===== src/rtl/stk_pkg.sv =====
package stk_pkg;
  localparam int IW = 16;

  localparam logic [IW-1:0] GRP_MASK = 16'hFFC0;
  localparam logic [IW-1:0] PAT_CALL = 16'h0C80;
  localparam logic [IW-1:0] PAT_PUSH = 16'h0D00;
  localparam logic [IW-1:0] PAT_POP  = 16'h0F00;
  localparam logic [IW-1:0] PAT_RET  = 16'h0C00;

  typedef enum logic [2:0] {OP_NONE, OP_CALL, OP_RET, OP_PUSH, OP_POP} op_e;

  typedef enum logic [1:0] {
    AM_REG = 2'b00,
    AM_IND = 2'b01,
    AM_SYM = 2'b10,
    AM_INC = 2'b11
  } amode_e;

  typedef enum logic [3:0] {
    S_IDLE, S_RDREG, S_EXT, S_AINC, S_OPRD, S_RDSP, S_STORE, S_LOAD, S_POPWR
  } st_e;
endpackage


===== src/rtl/stk_decode.sv =====
module stk_decode
  import stk_pkg::*;
(
  input  logic [IW-1:0] instr,
  output op_e           op,
  output amode_e        mode,
  output logic [3:0]    rsel
);
  always_comb begin
    mode = amode_e'(instr[5:4]);
    rsel = instr[3:0];
    if (instr == PAT_RET)                      op = OP_RET;
    else if ((instr & GRP_MASK) == PAT_CALL)   op = OP_CALL;
    else if ((instr & GRP_MASK) == PAT_PUSH)   op = OP_PUSH;
    else if ((instr & GRP_MASK) == PAT_POP)    op = OP_POP;
    else                                       op = OP_NONE;
  end
endmodule


===== src/rtl/stk_addr.sv =====
module stk_addr #(
  parameter int DW = 16
) (
  input  logic [DW-1:0] sp,
  input  logic [DW-1:0] base,
  input  logic [DW-1:0] ext,
  input  logic          use_idx,
  output logic [DW-1:0] sp_up,
  output logic [DW-1:0] sp_dn,
  output logic [DW-1:0] sp_addr,
  output logic [DW-1:0] sp_dn_addr,
  output logic [DW-1:0] idx_ea,
  output logic [DW-1:0] base_inc
);
  localparam logic [DW-1:0] WSTEP = DW'(2);

  always_comb begin
    sp_up      = sp + WSTEP;
    sp_dn      = sp - WSTEP;
    sp_addr    = {sp[DW-1:1], 1'b0};
    sp_dn_addr = {sp_dn[DW-1:1], 1'b0};
    idx_ea     = ext + (use_idx ? base : '0);
    base_inc   = base + WSTEP;
  end
endmodule


===== src/rtl/stk_exec_unit.sv =====
module stk_exec_unit
  import stk_pkg::*;
#(
  parameter int DW     = 16,
  parameter int NREG   = 16,
  parameter int SP_REG = 15,
  localparam int RW    = $clog2(NREG)
) (
  input  logic          clk,
  input  logic          rst,
  input  logic          start,
  input  logic [IW-1:0] instr,
  input  logic [DW-1:0] pc_in,
  output logic          done,
  output logic [RW-1:0] rf_raddr,
  input  logic [DW-1:0] rf_rdata,
  output logic          rf_we,
  output logic [RW-1:0] rf_waddr,
  output logic [DW-1:0] rf_wdata,
  output logic          mem_req,
  output logic          mem_we,
  output logic [DW-1:0] mem_addr,
  output logic [DW-1:0] mem_wdata,
  input  logic [DW-1:0] mem_rdata,
  input  logic          mem_ready,
  output logic          pc_we,
  output logic [DW-1:0] pc_wdata
);
  localparam logic [RW-1:0] SP_IDX = RW'(SP_REG);
  localparam logic [DW-1:0] WSTEP  = DW'(2);

  st_e           st_q;
  op_e           op_q;
  amode_e        mode_q;
  logic [RW-1:0] rsel_q;
  logic [DW-1:0] pc_q, rval_q, ea_q, val_q, tgt_q;

  op_e           dec_op;
  amode_e        dec_mode;
  logic [3:0]    dec_rsel;

  logic [DW-1:0] rval_now, ea_now, tgt_now;
  logic [DW-1:0] sp_up, sp_dn, sp_addr, sp_dn_addr, idx_ea, base_inc;
  st_e           disp_st;
  logic          disp_req;
  logic          idle_w;

  stk_decode u_dec (
    .instr (instr),
    .op    (dec_op),
    .mode  (dec_mode),
    .rsel  (dec_rsel)
  );

  stk_addr #(.DW(DW)) u_addr (
    .sp         (rf_rdata),
    .base       (rval_now),
    .ext        (mem_rdata),
    .use_idx    (rsel_q != '0),
    .sp_up      (sp_up),
    .sp_dn      (sp_dn),
    .sp_addr    (sp_addr),
    .sp_dn_addr (sp_dn_addr),
    .idx_ea     (idx_ea),
    .base_inc   (base_inc)
  );

  assign idle_w = (st_q == S_IDLE);

  // operand value and address as they stand in the current cycle
  always_comb begin
    rval_now = (st_q == S_RDREG) ? rf_rdata : rval_q;
    case (st_q)
      S_RDREG: ea_now = rf_rdata;
      S_EXT:   ea_now = idx_ea;
      default: ea_now = ea_q;
    endcase
    tgt_now = (mode_q == AM_REG) ? rval_now : ea_now;
  end

  // after the operand is resolved: fetch a push source, or go read SP
  always_comb begin
    disp_st  = S_RDSP;
    disp_req = 1'b0;
    if (op_q == OP_PUSH && mode_q != AM_REG) begin
      disp_st  = S_OPRD;
      disp_req = 1'b1;
    end
  end

  always_ff @(posedge clk) begin
    if (rst) begin
      st_q      <= S_IDLE;
      op_q      <= OP_NONE;
      mode_q    <= AM_REG;
      rsel_q    <= '0;
      pc_q      <= '0;
      rval_q    <= '0;
      ea_q      <= '0;
      val_q     <= '0;
      tgt_q     <= '0;
      done      <= 1'b0;
      rf_raddr  <= '0;
      rf_we     <= 1'b0;
      rf_waddr  <= '0;
      rf_wdata  <= '0;
      mem_req   <= 1'b0;
      mem_we    <= 1'b0;
      mem_addr  <= '0;
      mem_wdata <= '0;
      pc_we     <= 1'b0;
      pc_wdata  <= '0;
    end else begin
      rf_we <= 1'b0;
      pc_we <= 1'b0;
      done  <= 1'b0;
      case (st_q)
        S_IDLE: begin
          if (start) begin
            op_q   <= dec_op;
            mode_q <= dec_mode;
            rsel_q <= RW'(dec_rsel);
            pc_q   <= pc_in;
            case (dec_op)
              OP_NONE: done <= 1'b1;
              OP_RET: begin
                rf_raddr <= SP_IDX;
                st_q     <= S_RDSP;
              end
              default: begin
                rf_raddr <= RW'(dec_rsel);
                st_q     <= S_RDREG;
              end
            endcase
          end
        end
        S_RDREG: begin
          rval_q <= rf_rdata;
          case (mode_q)
            AM_SYM: begin
              mem_req  <= 1'b1;
              mem_we   <= 1'b0;
              mem_addr <= pc_q;
              st_q     <= S_EXT;
            end
            AM_INC: begin
              rf_we    <= 1'b1;
              rf_waddr <= rsel_q;
              rf_wdata <= base_inc;
              ea_q     <= rf_rdata;
              st_q     <= S_AINC;
            end
            default: begin
              st_q     <= disp_st;
              tgt_q    <= tgt_now;
              val_q    <= rval_now;
              ea_q     <= ea_now;
              rf_raddr <= SP_IDX;
              if (disp_req) begin
                mem_req  <= 1'b1;
                mem_we   <= 1'b0;
                mem_addr <= ea_now;
              end
            end
          endcase
        end
        S_EXT: begin
          if (mem_ready) begin
            mem_req  <= 1'b0;
            pc_q     <= pc_q + WSTEP;
            st_q     <= disp_st;
            tgt_q    <= tgt_now;
            val_q    <= rval_now;
            ea_q     <= ea_now;
            rf_raddr <= SP_IDX;
            if (disp_req) begin
              mem_req  <= 1'b1;
              mem_we   <= 1'b0;
              mem_addr <= ea_now;
            end
          end
        end
        S_AINC: begin
          st_q     <= disp_st;
          tgt_q    <= tgt_now;
          val_q    <= rval_now;
          rf_raddr <= SP_IDX;
          if (disp_req) begin
            mem_req  <= 1'b1;
            mem_we   <= 1'b0;
            mem_addr <= ea_now;
          end
        end
        S_OPRD: begin
          if (mem_ready) begin
            mem_req <= 1'b0;
            val_q   <= mem_rdata;
            st_q    <= S_RDSP;
          end
        end
        S_RDSP: begin
          rf_we    <= 1'b1;
          rf_waddr <= SP_IDX;
          mem_req  <= 1'b1;
          if (op_q == OP_CALL || op_q == OP_PUSH) begin
            mem_we    <= 1'b1;
            mem_addr  <= sp_dn_addr;
            mem_wdata <= (op_q == OP_CALL) ? pc_q : val_q;
            rf_wdata  <= sp_dn;
            st_q      <= S_STORE;
          end else begin
            mem_we   <= 1'b0;
            mem_addr <= sp_addr;
            rf_wdata <= sp_up;
            st_q     <= S_LOAD;
          end
        end
        S_STORE: begin
          if (mem_ready) begin
            mem_req <= 1'b0;
            mem_we  <= 1'b0;
            done    <= 1'b1;
            st_q    <= S_IDLE;
            if (op_q == OP_CALL) begin
              pc_we    <= 1'b1;
              pc_wdata <= tgt_q;
            end else if (mode_q == AM_SYM) begin
              pc_we    <= 1'b1;
              pc_wdata <= pc_q;
            end
          end
        end
        S_LOAD: begin
          if (mem_ready) begin
            mem_req <= 1'b0;
            if (op_q == OP_RET) begin
              pc_we    <= 1'b1;
              pc_wdata <= mem_rdata;
              done     <= 1'b1;
              st_q     <= S_IDLE;
            end else if (mode_q == AM_REG) begin
              rf_we    <= 1'b1;
              rf_waddr <= rsel_q;
              rf_wdata <= mem_rdata;
              done     <= 1'b1;
              st_q     <= S_IDLE;
            end else begin
              mem_req   <= 1'b1;
              mem_we    <= 1'b1;
              mem_addr  <= ea_q;
              mem_wdata <= mem_rdata;
              st_q      <= S_POPWR;
            end
          end
        end
        S_POPWR: begin
          if (mem_ready) begin
            mem_req <= 1'b0;
            mem_we  <= 1'b0;
            done    <= 1'b1;
            st_q    <= S_IDLE;
            if (mode_q == AM_SYM) begin
              pc_we    <= 1'b1;
              pc_wdata <= pc_q;
            end
          end
        end
        default: st_q <= S_IDLE;
      endcase
    end
  end
endmodule


===== config.mk =====
export PLATFORM = sky130hd
export DESIGN_NAME = stk_exec_unit
export DESIGN_NICKNAME = d
export VERILOG_FILES = /design/src/rtl/stk_pkg.sv /design/src/rtl/stk_decode.sv /design/src/rtl/stk_addr.sv /design/src/rtl/stk_exec_unit.sv
export SDC_FILE = /design/constraint.sdc
export NUM_CORES = 1
export LEC_CHECK = 0
export BUFFER_PORTS_ARGS = -buffer_cell sky130_fd_sc_hd__buf_4
export CAP_MARGIN = 40
export CORE_MARGIN = 3
export CORE_UTILIZATION = 35
export CTS_CLUSTER_DIAMETER = 80
export DETAILED_ROUTE_END_ITERATION = 6
export PLACE_DENSITY = 0.63
export REMOVE_ABC_BUFFERS = 1
export SETUP_SLACK_MARGIN = 0.15
export SKIP_CTS_REPAIR_TIMING = 1
export SKIP_LAST_GASP = 1
export SYNTH_ARGS = -nofsm -noshare
export SYNTH_HDL_FRONTEND = slang
export SYNTH_SLANG_ARGS = --single-unit
export TNS_END_PERCENT = 100

===== constraint.sdc =====
create_clock -name clk -period 4.8 [get_ports clk]
set_input_delay 0 -clock clk [delete_from_list [all_inputs] [get_ports clk]]
set_output_delay 0 -clock clk [all_outputs]
set_load 0.1 [all_outputs]

==> results.cfg <==
[timing]
worst_slew_margin_rel_pct = 36.1
hold_violations = 9
fin_worst_skew_ns = 0.0143
setup_viol = 0
fin_crit_ns = 4.17
fmax_mhz = 240
setup_tns_ns = 0
period_share_pct = 87.0
rsz0062_at_grt = false
hold-worst-slack_ns = -0.0452
maxSlewViolCount = 0
worst_pin_slew_ns = 0.955

[global_route]
grt_pass1_wl_mm = 69.7
grt_use_total_pct = 27.1
antenna_found_initial = 0
grt_pass1_vias = 11443
grt-ovfl-total = 0
grt_max_degree = 67

[route]
wl_mm = 47.1
final_antenna_net_count = 0
firstDrtPassIters = 6
drt_iter0_markers = 1449
drc = 0
vias_per_cell = 6.19
post_drt_wl_per_cell_um = 23.7
vias = 12296

[setup_path]
path_max_fanout = 12
cp.arrival_ns = 4.47
max_stage_delay_ns = 0.63
critPathKind = flop to flop
start_kind = flop
required_ns = 5.10
slowest_stage = or4b_4
crit_chain = or4b_4 -> buf_4 -> mux2i_1 -> nor2_1 -> ha_1 -> a211oi_1 -> nor2_1 -> a311oi_1 -> xnor2_1 -> a221o_1 -> o211ai_1 -> a21oi_1
crit_buf_inv = 1
crit_family = compound AO/OA/AOI/OAI gates
end_kind = flop
cpMostUsedCell = nor2_1

[layout]
final_cells = 1988
drive_above_1_share_pct = 15.8
fill_cells = 3191
post-route-util_pct = 43.4
antennaDiodeCount = 0
design_area_um2 = 13300
syn2layout_area_growth_pct = 21.8
final_cell_mix = 215 x nor2_1, 188 x buf_4, 170 x dfxtp_1
nets = 1667
final_common_cell = nor2_1

[floorplan]
rows = 64
initial_core_util_pct = 35.6
die_x_um = 183
die-area_um2 = 33500
die_y_um = 183
core_area_um2 = 30700
io_pins = 145

[yosys]
syn-cell-area_um2 = 11000
synthAdderAreaFrac_pct = 2.35
avgSynthCellArea_um2 = 7.47
yosys-mux-area-fraction_pct = 4.95
yosysUniqueCellTypes = 79
synth_top_family_by_area = compound AO/OA/AOI/OAI gates
ys_ff_latch = 170
synth_compound_area_share_pct = 29.2
synth_warnings = 0
synth_flop_cell = dfxtp_1
synthCells = 1467
synth-xor-area-share_pct = 3.68
async_flop_share_pct = 0
ys_seq_area_share_pct = 31.1
synthSimpleGateAreaFrac_pct = 23.5
synth_edf_count = 0

[clock_tree]
htree_levels = 4
cts_root_buf = clkbuf_16
clk_pin_slew_worst_paths_ns = 0.08
cts_tree = yes
clock-sinks = 170
cts_buffer_depth = 2
cts_buffers = 17
clock_latency_ns = 0.45

[hold_path]
hold_path_class = input pin to flop

[placement]
gp_congestion = 0.960
portBuffers = 144
hpwl_mm = 34.0
dpl.cell_count = 1927
placed_area_um2 = 12400

[power_and_ir_drop]
clkPwrFrac_pct = 25.6
pwr-share-seq_pct = 30.8
p_int_mw = 3.22
power_leakage_nw = 5.06
pwr-share-comb_pct = 43.6
swShare_pct = 45.7
ir_worst_vdd_uv = 271
p_per_area_nw_per_um2 = 444
p_sw_mw = 2.71
p_total_mw = 5.93

[status]
run_status = complete, but fails checks
violations = hold timing

[run]
drv_cap = 0
-- worst paths after layout --
| kind | cells past startpoint | to | startpoint | slack [ns] |
|---|---|---|---|---|
| setup / recovery | 12 | tgt_q[9] | st_q[0] | 0.63 |
| hold / removal | 5 | mem_wdata[5] | mem_rdata[5] | -0.05 |
| setup reg to reg | 12 | tgt_q[9] | st_q[0] | 0.63 |
| hold reg to reg | 2 | tgt_q[7] | tgt_q[7] | 0.46 |
-- metal layers --
layer | wire length, µm | vias up | GRT usage [%]
li1 | - | 5627 | -
met1 | 19500 | 5871 | 35.8
met2 | 20800 | 671 | 42.1
met3 | 4070 | 127 | 5.02
met4 | 2620 | 0 | 14.4
met5 | 0 | - | 0
-- stage by stage --
step                      hold slack, ns  setup WS (ns)
after detailed placement           0.272          0.690
final                            -0.0452          0.626
after global routing             0.00259          0.368
after CTS                         -0.206          0.671
after floorplan                   0.0646          -1.23
after global placement             0.265          0.749
-- final cells by class --
class | count | area (µm²) | area share [%]
inverter | 15 | 56.3 | 0.422
clock inverter | 15 | 194 | 1.45
multi-input combinational | 1155 | 7000 | 52.5
timing repair buffer | 220 | 1760 | 13.2
clock buffer | 17 | 425 | 3.19
tap | 396 | 495 | 3.71
sequential | 170 | 3400 | 25.5
-- synthesized netlist by cell type (all sizes together), types with 6 or more instances --
master / number / share of area (%)
nand2: 143 / 4.9
dfxtp: 170 / 31
nor2b: 13 / 0.74
nor3: 44 / 2.0
and3: 18 / 1.0
nand3: 42 / 1.9
xnor2: 24 / 1.9
a21o: 13 / 0.89
nor2: 219 / 7.5
clkbuf: 102 / 3.5
a311oi: 12 / 0.96
a211oi: 49 / 3.4
nand4: 9 / 0.51
a221o: 9 / 0.82
o211ai: 11 / 0.75
a21oi: 135 / 6.2
o22ai: 12 / 0.69
o21ai: 102 / 4.7
inv: 14 / 0.48
a22oi: 12 / 0.82
a211o: 7 / 0.56
o31ai: 7 / 0.48
buf: 25 / 1.3
ha: 19 / 2.2
xor2: 22 / 1.8
a221oi: 16 / 1.3
nor4: 8 / 0.51
a2bb2oi: 18 / 1.4
mux2i: 53 / 4.9
nand2b: 12 / 0.69
a222oi: 22 / 2.0
or3: 12 / 0.69
o21a: 6 / 0.41
a31oi: 8 / 0.46
and2: 7 / 0.40
-- worst min-delay path: cells and delay by family --
| kind | cells | cell delay [ns] |
|---|---|---|
| buffers and inverters | 1 | 0.12 |
| multiplexers | 1 | 0.07 |
| AND/OR/NAND/NOR | 2 | 0.12 |
| AO/OA/AOI/OAI | 1 | 0.07 |
-- power groups by stage --
stage | combinational (mW) | clock (mW) | sequential [mW]
final | 2.59 | 1.52 | 1.82
after global routing | 2.76 | 1.60 | 1.84
after CTS | 2.51 | 1.54 | 1.82
after detailed placement | 2.50 | 0 | 1.85
after global placement | 2.47 | 0 | 1.84
after floorplan | 1.41 | 0 | 1.90
-- cells by family (layout without fill, tap and decap cells) --
| logic type | after synthesis | in the layout |
|---|---|---|
| AND/OR/NAND/NOR | 558 | 558 |
| multiplexers | 53 | 53 |
| XOR/XNOR | 46 | 46 |
| flip-flops | 170 | 170 |
| buffers and inverters | 142 | 267 |
| AO/OA/AOI/OAI | 478 | 478 |
| adder cells (fa/ha/maj) | 20 | 20 |
Power figures use the tool's default switching activity.
